--- config.mk ---
export PLATFORM = sky130hd
export DESIGN_NAME = quad_parity_enc
export DESIGN_NICKNAME = d
export VERILOG_FILES = /design/src/rtl/quad_parity_enc.sv
export SDC_FILE = /design/constraint.sdc
export NUM_CORES = 1
export LEC_CHECK = 0
export ABC_AREA = 0
export BUFFER_PORTS_ARGS = -buffer_cell sky130_fd_sc_hd__buf_2
export CORE_ASPECT_RATIO = 2
export CORE_MARGIN = 2
export CORE_UTILIZATION = 50
export CTS_BUF_LIST = sky130_fd_sc_hd__clkbuf_16
export DETAILED_ROUTE_END_ITERATION = 10
export GPL_TIMING_DRIVEN = 1
export MAX_ROUTING_LAYER = met4
export PLACE_DENSITY = 0.86
export SLEW_MARGIN = 20
export SYNTH_ARGS = -nofsm -noshare
export SYNTH_HDL_FRONTEND = slang
export SYNTH_SLANG_ARGS = --single-unit
--- constraint.sdc ---
create_clock -name clk -period 1.1 [get_ports clk]
set_input_delay 0.055 -clock clk [delete_from_list [all_inputs] [get_ports clk]]
set_output_delay 0.055 -clock clk [all_outputs]
set_load 0.01 [all_outputs]
--- src/rtl/quad_parity_enc.sv ---
module quad_parity_enc #(
  parameter int ROWS = 8,
  parameter int COLS = 8
) (
  input  logic                   clk,
  input  logic                   rst,
  input  logic                   in_valid,
  input  logic [ROWS*COLS-1:0]   rows_in,
  output logic [ROWS-1:0]        row_par,
  output logic [COLS-1:0]        col_par,
  output logic [ROWS+COLS-2:0]   slash_par,
  output logic [ROWS+COLS-2:0]   bslash_par,
  output logic                   out_valid
);

  localparam int NDIAG = ROWS + COLS - 1;

  logic [ROWS-1:0]  row_nxt;
  logic [COLS-1:0]  col_nxt;
  logic [NDIAG-1:0] slash_nxt;
  logic [NDIAG-1:0] bslash_nxt;

  for (genvar r = 0; r < ROWS; r++) begin : g_row
    assign row_nxt[r] = ^rows_in[r*COLS +: COLS];
  end

  for (genvar c = 0; c < COLS; c++) begin : g_col
    logic [ROWS-1:0] column;
    for (genvar r = 0; r < ROWS; r++) begin : g_cell
      assign column[r] = rows_in[r*COLS + c];
    end
    assign col_nxt[c] = ^column;
  end

  always_comb begin
    slash_nxt = '0;
    for (int r = 0; r < ROWS; r++)
      for (int c = 0; c < COLS; c++)
        slash_nxt[r + c] = slash_nxt[r + c] ^ rows_in[r*COLS + c];
  end

  always_comb begin
    bslash_nxt = '0;
    for (int r = 0; r < ROWS; r++)
      for (int c = 0; c < COLS; c++)
        bslash_nxt[r - c + COLS - 1] = bslash_nxt[r - c + COLS - 1] ^ rows_in[r*COLS + c];
  end

  always_ff @(posedge clk) begin
    if (rst) begin
      row_par    <= '0;
      col_par    <= '0;
      slash_par  <= '0;
      bslash_par <= '0;
      out_valid  <= 1'b0;
    end else begin
      out_valid <= in_valid;
      if (in_valid) begin
        row_par    <= row_nxt;
        col_par    <= col_nxt;
        slash_par  <= slash_nxt;
        bslash_par <= bslash_nxt;
      end
    end
  end

endmodule

# Word-level counts from Yosys, hierarchy flattened
# Index checks and enable logic that the tools add are counted.
# word_totals
regBits,47
inputBits,67
output_inout_bits,47
word_cells,119
# classes
bitwise_logic,98
n_reduce_logical,16
# ops
op,n
$reduce_xor 8->1,16
$xor 1x1->1,98

# Logic depth before layout (Yosys ltp)
# Gate-level depths: netlist of the first run.
# logic_depth
depth_word,7
mapped_depth,5
depth_no_buf,4

# Worst setup path before layout of the first run
# No wires, ideal clock.
# synth_timing
path_kind,input -> register
start,input port rows_in[9]
end,register bslash_par[7]
setup_ps,86
t_arrival_ps,797
t_required_ps,1014
path_slack_ps,217
cell_stages,5
n_path_buf,1
cell_sequence,clkbuf_2 -> xnor2_1 -> xnor2_1 -> xnor2_1 -> a211oi_1
# synth_between
elab_chain_len,7
# synth_lines
item,line_no,source
start: declaration,8,"input logic [ROWS*COLS-1:0] rows_in,"
$xor 1x1->1 (7 in series),46,bslash_nxt[r - c + COLS - 1] = bslash_nxt[r - c + COLS - 1] ^ rows_in[r*COLS + c];
end signal: assignment,62,bslash_par <= bslash_nxt;
end: declaration,12,"output logic [ROWS+COLS-2:0] bslash_par,"
# Every way passes these cells.
# A chain may end at the register's enable or synchronous reset.

# Worst setup path after layout of the first run
# layout_timing
start,input port rows_in[61]
end,register col_par[5]
# layout_between
elab_chain_len,1
# layout_lines
item,line_no,source
$reduce_xor 8->1,32,assign col_nxt[c] = ^column;
end signal: assignment,60,col_par <= col_nxt;
end: declaration,10,"output logic [COLS-1:0] col_par,"
# Every way passes these cells.

==> impl_metrics.ini, run 1 <==
[run_status]
status = completed

[setup_path]
reg2reg_slack_ns = 0.35
cp_num_buf_inv = 2
cp-end-kind = flip-flop
cp_max_fo = 4
crit_slowest_cell = xnor2_1
cp.arrival_ns = 1.20
worst_ep_required_time_ns = 1.31
critPathKind = in -> reg
cpMostUsedCell = xnor2_1
cp_slowest_stage_delay_ns = 0.39
critPathLaunchType = input port
cp_top_family = XOR/XNOR gates
reg2reg_depth = 2
crit_cells = 6
crit_path_cell_trace = buf_2 > xnor2_1 > xnor2_1 > xnor2_1 > buf_4 > a211oi_1

[sta]
fmax_mhz = 1010
timing.slew.headroom_pct = 71.3
fin_crit_ns = 0.989
timing.final.crit_share_pct = 89.9
final.setup.tns_ns = 0
finClkSkew_ns = 0
hold_violations = 0
tightest_slew_ns = 0.427
drv_slew = 0
finalSetupViolCount = 0
rsz0062_at_grt = false

[routing]
drt_iter0_drc = 149
viasPerCell = 4.95
vias = 2936
drc = 0
drt_wl_total_um = 9890
antenna_left = 0
wl_per_cell_um = 16.7
firstDrtPassIters = 4

[power]
power_density_nw_per_um2 = 1360
intPower_mw = 4.01
leakage_nw = 1.74
power_frac_comb_pct = 41.2
switching_share_pct = 33.5
p_sw_mw = 2.02
power_frac_seq_pct = 33.5
p_clk_share_pct = 25.4
ir_drop_mv = 0.641

[hold_path]
hold_path_depth = 3
min_path_type = in -> reg

[global_routing]
grt_max_degree = 47
antenna_found_initial = 0
grt_pass1_vias = 3019
grt_usage_pct = 26.9
grt_pass1_wl_um = 15800
grt-ovfl-total = 0

[floorplan]
die_height_um = 124
start_util_pct = 51.8
die_area_um2 = 7990
rows = 43
core_um2 = 6990
fp.dieW_um = 64.2
ios = 114

[logic_synthesis]
yosysTopAreaCellShare_pct = 48.8
synth_seq_area_share_pct = 26.0
synthTopCellsByArea = xnor2_1 49%, dfxtp_1 26%, a211oi_1 6.2%
synth_cell_types = 12
synth_nets = 478
syn_area_per_cell_um2 = 8.82
ys_ff_latch = 47
yosysWarnings = 0
synth_top_area_cell = xnor2_1
syn_inst = 411
syn_area_um2 = 3620

[clock_network]
clock_path_buffers = 2
tritoncts = yes
holdBufCountCts = 0
clock_latency_ns = 0.29
tritoncts.num_buffers = 5
cts.sinks = 47
postCtsSetupBuffers = 0
cts.reportedPaths.clkPinSlew_ns = 0.07
cts_resized = 0
cts_htree_levels = 2
cts_root_buffer = clkbuf_16

[cells_and_area]
finalNetCount = 569
postLayoutCellArea_um2 = 4430
drive_gt1_share_pct = 30.0
final_common_cell = xnor2_1
layout_common_cells = 202 x xnor2_1, 113 x buf_2, 47 x dfxtp_1
area.growth.synth_to_final_pct = 22.3
n_antenna_cell = 0

[place]
hpwl_um = 8300
gp_congestion = 0.971
numPortBuffers = 113
dpl_cell_area_um2 = 4290

[job]
drv_cap = 0
-- cell type report --
class | instances | area, um2
Inverter | 1 | 3.75
Timing Repair Buffer | 144 | 836
Multi-Input combinational cell | 303 | 2390
Sequential cell | 47 | 941
Tap cell | 90 | 113
Clock buffer | 5 | 125
Clock inverter | 3 | 20.0
Fill cell | 661 | 2560
-- kinds of logic (layout without fill, tap and decap cells) --
| kind of cell | count (synthesis) | in the layout | synth area share, % |
|---|---|---|---|
| AO/OA/AOI/OAI | 38 | 38 | 7.60 |
| XOR/XNOR | 210 | 210 | 50.8 |
| buffers and inverters | 61 | 153 | 7.98 |
| flip-flops | 47 | 47 | 26.0 |
| multiplexers | 8 | 8 | 2.21 |
| AND/OR/NAND/NOR | 47 | 47 | 5.49 |
-- state kept, by name, summed over array words and instances (netlist names) --
signal,count
slash_par,15
row_par,8
bslash_par,15
col_par,8
out_valid,1
-- per-stage QoR --
step	instances	setup slack (ns)	power, mW	utilization (%)	hold slack [ns]
after floorplan	411	0.217	3.75	-	0.202
after CTS	593	0.146	6.07	63.4	0.0942
final	593	0.111	6.03	63.4	0.101
after global routing	593	0.0330	6.34	63.4	0.126
after global placement	585	-0.164	4.51	61.3	0.380
after detailed placement	585	-0.161	4.55	61.3	0.400
-- power by group through the flow --
stage | registers [mW] | logic, mW | clock network (mW)
6_report | 2.02 | 2.48 | 1.53
5_1_grt | 2.04 | 2.68 | 1.62
4_1_cts | 2.02 | 2.50 | 1.55
3_5_place_dp | 2.06 | 2.49 | 0
3_3_place_gp | 2.05 | 2.46 | 0
2_1_floorplan | 2.14 | 1.62 | 0
-- worst reg2reg max path, cell delays in order (launching register included) --
cell and delay (ns):
dfxtp_1 0.40, nor2_1 0.06, a211oi_1 0.20
-- Yosys cell counts, drive strengths merged --
master  number
xnor2      202
a211oi      30
clkbuf      30
o22ai        8
nand2b       9
buf         30
xor2         8
mux2i        8
dfxtp       47
inv          1
nor2        38
-- path summary, 6_finish.rpt --
check                             startpoint             to
worst min-delay path              rows_in[7]  bslash_par[0]
worst max register to register    col_par[2]     col_par[2]
worst max-delay path             rows_in[61]     col_par[5]
worst min register to register  slash_par[8]   slash_par[8]
-- routing by layer --
| metal | vias up | track usage, % | wire [um] |
|---|---|---|---|
| met5 | - | - | 0 |
| met4 | 0 | 14.3 | 484 |
| met3 | 28 | 2.98 | 347 |
| met2 | 92 | 49.2 | 5620 |
| met1 | 1368 | 26.9 | 3440 |
| li1 | 1448 | - | - |
(Power assumes the default switching activity.)
==> inputs of run 2 (changes only) <==
--- a/config.mk
+++ b/config.mk
@@ -9,12 +9,12 @@
 export BUFFER_PORTS_ARGS = -buffer_cell sky130_fd_sc_hd__buf_2
 export CORE_ASPECT_RATIO = 2
 export CORE_MARGIN = 2
-export CORE_UTILIZATION = 50
+export CORE_UTILIZATION = 42
 export CTS_BUF_LIST = sky130_fd_sc_hd__clkbuf_16
 export DETAILED_ROUTE_END_ITERATION = 10
 export GPL_TIMING_DRIVEN = 1
 export MAX_ROUTING_LAYER = met4
-export PLACE_DENSITY = 0.86
+export PLACE_DENSITY = 0.76
 export SLEW_MARGIN = 20
 export SYNTH_ARGS = -nofsm -noshare
 export SYNTH_HDL_FRONTEND = slang
==> run 2 against run 1 <==
Compared with the run above:
- highest routed layer unchanged
- cell area rose by 0.17%
- total power rose by 0.39%
- sequential share of layout area barely moved
==> impl_metrics.ini, run 2 (synthesis gave the netlist of run 1 again) <==
[global_routing]
antenna_found_initial = 0
grt_pass1_wl_um = 15900
grt_usage_pct = 22.8
grt_max_degree = 50
grt_pass1_vias = 2940
grt-ovfl-total = 0

[setup_path]
crit_slowest_cell = dfxtp_1
cp.arrival_ns = 0.85
cp_max_fo = 2
cp_slowest_stage_delay_ns = 0.40
critPathLaunchType = flip-flop
crit_path_cell_trace = buf_2
cp_top_family = flip-flops
critPathKind = reg -> out
worst_ep_required_time_ns = 1.04
cp_num_buf_inv = 1
cp-end-kind = primary output

[clock_network]
cts.sinks = 47
cts_root_buffer = clkbuf_16
clock_latency_ns = 0.29
tritoncts.num_buffers = 5
clock_path_buffers = 2
cts_htree_levels = 2
cts.reportedPaths.clkPinSlew_ns = 0.07
holdBufCountCts = 0
postCtsSetupBuffers = 0
tritoncts = yes
cts_resized = 0

[sta]
timing.final.crit_share_pct = 82.5
finalSetupViolCount = 0
tightest_slew_ns = 0.367
final.setup.tns_ns = 0
fin_crit_ns = 0.908
timing.slew.headroom_pct = 75.3
drv_slew = 0
rsz0062_at_grt = false
fmax_mhz = 1100
hold_violations = 0
finClkSkew_ns = 0

[routing]
drt_wl_total_um = 10300
drt_iter0_drc = 88
wl_per_cell_um = 17.1
firstDrtPassIters = 6
viasPerCell = 4.74
drc = 0
vias = 2860
antenna_left = 0

[power]
ir_drop_mv = 0.724
leakage_nw = 1.74
power_frac_comb_pct = 41.4
power_density_nw_per_um2 = 1360
intPower_mw = 4.01
switching_share_pct = 33.8
power_frac_seq_pct = 33.3
power.total_mw = 6.05
p_sw_mw = 2.04
p_clk_share_pct = 25.3

[hold_path]
min_path_type = in -> reg

[place]
dpl_cell_area_um2 = 4290
numPortBuffers = 113
hpwl_um = 8760
gp_congestion = 0.929

[cells_and_area]
reg.largest.list = bslash_par (15), slash_par (15)
n_antenna_cell = 0
area.growth.synth_to_final_pct = 22.5
final_common_cell = xnor2_1
nFillCells = 831
layout_common_cells = 202 x xnor2_1, 113 x buf_2, 47 x dfxtp_1
utilization_pct = 52.1
postLayoutCellArea_um2 = 4440
drive_gt1_share_pct = 30.4
finalNetCount = 570

[job]
drv_cap = 0

[floorplan]
die_height_um = 135
fp.dieW_um = 69.7
rows = 48
start_util_pct = 42.5
die_area_um2 = 9430
core_um2 = 8530
ios = 114

[run_status]
status = completed
-- run 2: cell types whose count changed in the layout (fill, tap and decap cells not counted) --
| cell | delta |
|---|---|
| buf_4 | +2 |
| buf_12 | -1 |
| clkinv_1 | -1 |
| clkinv_2 | +1 |
| clkinv_4 | -1 |
| clkinvlp_4 | +1 |
-- run 2: cell type report --
cell class | instances | area (um2) | share of cell area [%]
clock buffers | 5 | 125 | 2.82
clock inverters | 3 | 20.0 | 0.451
inverters | 1 | 3.75 | 0.0846
multi-input cells | 303 | 2390 | 53.9
flip-flops and latches | 47 | 941 | 21.2
well taps | 100 | 125 | 2.82
repair buffers | 145 | 831 | 18.7
-- run 2: layer usage --
metal	GRT usage (%)	vias up	share of wire [%]
met2	44.1	76	58
met3	2.60	17	3.2
met5	-	-	0
li1	-	1446	-
met1	22.7	1321	35
met4	9.40	0	3.6
-- run 2: path summary, 6_finish.rpt --
check | startpoint | endpoint | slack [ns] | cells past startpoint
hold / removal | rows_in[56] | bslash_par[14] | 0.1 | 3
hold reg to reg | row_par[6] | row_par[6] | 0.48 | 2
setup reg to reg | row_par[7] | row_par[7] | 0.36 | 2
setup / recovery | row_par[7] | row_par[7] | 0.19 | 1
-- run 2: metrics by stage --
stage | worst slack (ns) | std cells | hold WS, ns
finish | 0.192 | 604 | 0.0962
global route | 0.153 | 604 | 0.111
CTS | 0.176 | 604 | 0.100
detailed placement | -0.0827 | 596 | 0.401
global placement | -0.0754 | 596 | 0.388
floorplan | 0.217 | 411 | 0.202
-- run 2: power by group through the flow --
stage,Clock [mW],Combinational [mW],Sequential (mW)
2_1_floorplan,0,1.62,2.14
4_1_cts,1.56,2.53,2.02
6_report,1.53,2.50,2.01
3_5_place_dp,0,2.52,2.05
3_3_place_gp,0,2.49,2.05
5_1_grt,1.63,2.69,2.03
-- run 2: worst min-delay path: stages --
cell and delay, ns:
buf_2 0.14, mux2i_1 0.08, nor2_1 0.08
==> inputs of run 3 (changes only) <==
--- a/config.mk
+++ b/config.mk
@@ -5,7 +5,7 @@
 export SDC_FILE = /design/constraint.sdc
 export NUM_CORES = 1
 export LEC_CHECK = 0
-export ABC_AREA = 0
+export ABC_AREA = 1
 export BUFFER_PORTS_ARGS = -buffer_cell sky130_fd_sc_hd__buf_2
 export CORE_ASPECT_RATIO = 2
 export CORE_MARGIN = 2
==> constraint.sdc (replaced) <==
create_clock -name clk -period 0.8 [get_ports clk]
set_input_delay 0.04 -clock clk [delete_from_list [all_inputs] [get_ports clk]]
set_output_delay 0.04 -clock clk [all_outputs]
set_load 0.01 [all_outputs]
==> run 3 against run 2 <==
Compared with the run above:
- the flow now finishes with violations (negative setup slack)
- global-route usage is 2.0 points higher
- hold slack better by 0.039 ns
- non-clock buffer count is 43 higher
- setup slack worse by 0.28 ns
- sequential power is 38% higher
- clock skew stayed put
==> impl_metrics.ini, run 3 <==
[clock_network]
postCtsSetupBuffers = 0
clock_latency_ns = 0.28
cts.reportedPaths.clkPinSlew_ns = 0.07
cts.sinks = 47
cts_root_buffer = clkbuf_16
tritoncts = yes
tritoncts.num_buffers = 5
holdBufCountCts = 0
cts_htree_levels = 2
clock_path_buffers = 2

[sta]
drv_slew = 0
finClkSkew_ns = 0
finalSetupViolCount = 4
rsz0062_at_grt = true
setup_slack_ns = -0.0906
timing.slew.headroom_pct = 79.8
hold_violations = 0
hold_slack_ns = 0.135
fin_crit_ns = 0.891
final.setup.tns_ns = -0.106
timing.final.crit_share_pct = 111
fmax_mhz = 1120
tightest_slew_ns = 0.302

[hold_path]
hold_path_depth = 3
min_path_type = in -> reg
hold_start = rst
holdPathEnd = slash_par[0]

[global_routing]
grt_usage_pct = 24.8
grt-ovfl-total = 0
grt_pass1_wl_um = 22100
antenna_found_initial = 0
grt_pass1_vias = 4495
grt_max_degree = 40

[logic_synthesis]
synth_xor_area_share_pct = 33.7
synth_top_family_by_area = XOR/XNOR gates
yosysTopAreaCellShare_pct = 23.9
synth_mux_area_share_pct = 0
synth_async_sr_flop_share_pct = 0
syn_area_per_cell_um2 = 6.43
ys_ff_latch = 47
syn_inst = 717
synth_fa_ha_area_share_pct = 0
synth_top_area_cell = xnor2_1
synth_most_common_cell = nand2_1
synthTopCellsByArea = xnor2_1 24%, dfxtp_1 20%, nand2_1 15%
synth_ff_type = dfxtp_1
synth_edf_count = 0
synth-compound-area-share_pct = 2.28
synth_cell_types = 21
yosysWarnings = 0
synth_seq_area_share_pct = 20.4
synthTopCellsByCount = 179 x nand2_1, 126 x xnor2_1, 103 x inv_1, 95 x nor2_1, 47 x dfxtp_1
syn_area_um2 = 4610
synth_simple_gate_area_share_pct = 27.3
synth_nets = 784

[run_status]
status = finished with violations
violations = negative setup slack

[setup_path]
cp_slowest_stage_delay_ns = 0.22
reg2reg_slack_ns = 0.03
critPathLaunchType = input port
cp_max_fo = 3
cp.arrival_ns = 1.07
reg2reg_from = slash_par[10]
critPathKind = in -> reg
cp_top_family = buffers and inverters
cp_num_buf_inv = 4
crit_path_cell_trace = buf_2 > buf_4 > xor2_1 > inv_1 > nand2_1 > nand2_1 > o21ai_1 > inv_1
crit_start = rows_in[52]
cp-end-kind = flip-flop
crit_slowest_cell = xor2_1
timing.rr.end = slash_par[10]
worst_ep_required_time_ns = 0.98
reg2reg_depth = 4

[cells_and_area]
finalNetCount = 919
n_antenna_cell = 0
layout_common_cells = 165 x nand2_1, 99 x inv_1, 95 x nor2_1
final_common_cell = nand2_1
drive_gt1_share_pct = 40.3
reg.largest.list = bslash_par (15), slash_par (15)
area.growth.synth_to_final_pct = 46.2

[routing]
viasPerCell = 4.70
vias = 4671
firstDrtPassIters = 4
wl_per_cell_um = 15.0
drc = 0
drt_wl_total_um = 14900
antenna_left = 0
drt_iter0_drc = 239

[power]
power_frac_seq_pct = 29.5
ir_drop_mv = 1.04
leakage_nw = 3.72
p_sw_mw = 3.40
power_density_nw_per_um2 = 1390
intPower_mw = 5.99
switching_share_pct = 36.2
p_clk_share_pct = 21.8
power_frac_comb_pct = 48.7
power.total_mw = 9.39

[place]
gp_congestion = 0.949
pre_cts_ws_ns = -0.339
hpwl_um = 11600
numPortBuffers = 113

[floorplan]
rows = 54
ios = 114
core_um2 = 10800
start_util_pct = 42.7
die_area_um2 = 11900
die_height_um = 152
fp.dieW_um = 78.1

[job]
drv_cap = 0
==> run 3: power by group through the flow <==
stage | Combinational [mW] | Sequential [mW] | Clock [mW]
final | 4.57 | 2.77 | 2.04
after detailed placement | 4.01 | 2.75 | 0
after global placement | 3.92 | 2.74 | 0
after CTS | 4.09 | 2.73 | 2.08
after floorplan | 2.77 | 2.85 | 0
after global routing | 4.96 | 2.80 | 2.18
==> run 3: area by class of cell <==
type	count	area, um2
Timing Repair Buffer	188	1500
Sequential cell	47	997
Fill cell	925	4070
Clock buffer	5	125
Multi-Input combinational cell	507	3550
Inverter	103	389
Clock inverter	3	12.5
Tap cell	140	175
==> run 3: logic make-up (layout without fill, tap and decap cells) <==
kind of cell	count (synthesis)	in the layout
flops	47	47
compound gates	20	20
xor+xnor	168	168
simple gates	319	319
buf+inv	163	299
==> run 3: what timing repair did <==
action,in CTS,in global routing
pin swaps,0,29
gates resized for setup,32,153
endpoints found under the setup margin,24,66
==> run 3: worst max path at each step <==
stage / endpoint / slack (ns) / cells past startpoint
CTS: bslash_par[6] / -0.01 / 1
global placement: slash_par[4] / -0.33 / 7
finish: slash_par[10] / -0.09 / 8
global route: slash_par[10] / -0.05 / 8
detailed placement: slash_par[4] / -0.34 / 7
floorplan: bslash_par[7] / -0.09 / 10
==> run 3: metrics by stage <==
step / std cells / cell area, um2 / util [%]
2_1_floorplan: 717 / 5230 / -
3_3_place_gp: 985 / 5950 / 55.0
3_5_place_dp: 985 / 5950 / 55.0
4_1_cts: 993 / 6170 / 57.1
5_1_grt: 993 / 6740 / 62.4
6_report: 993 / 6740 / 62.4
==> run 3: worst register-to-register path, stage by stage, from the launching register on <==
cell and delay [ns]:
dfxtp_2 0.33, nor2_1 0.11, nor2_1 0.06, o21ai_1 0.11, inv_1 0.07
==> run 3: layer usage <==
metal  up-vias  global-route usage (%)  part of all wire [%]
li1       2340                       -                     -
met1      2074                    23.8                    34
met2       171                    44.3                    53
met3        86                    2.84                   3.5
met4         0                    18.1                   9.5
met5         -                       -                     0
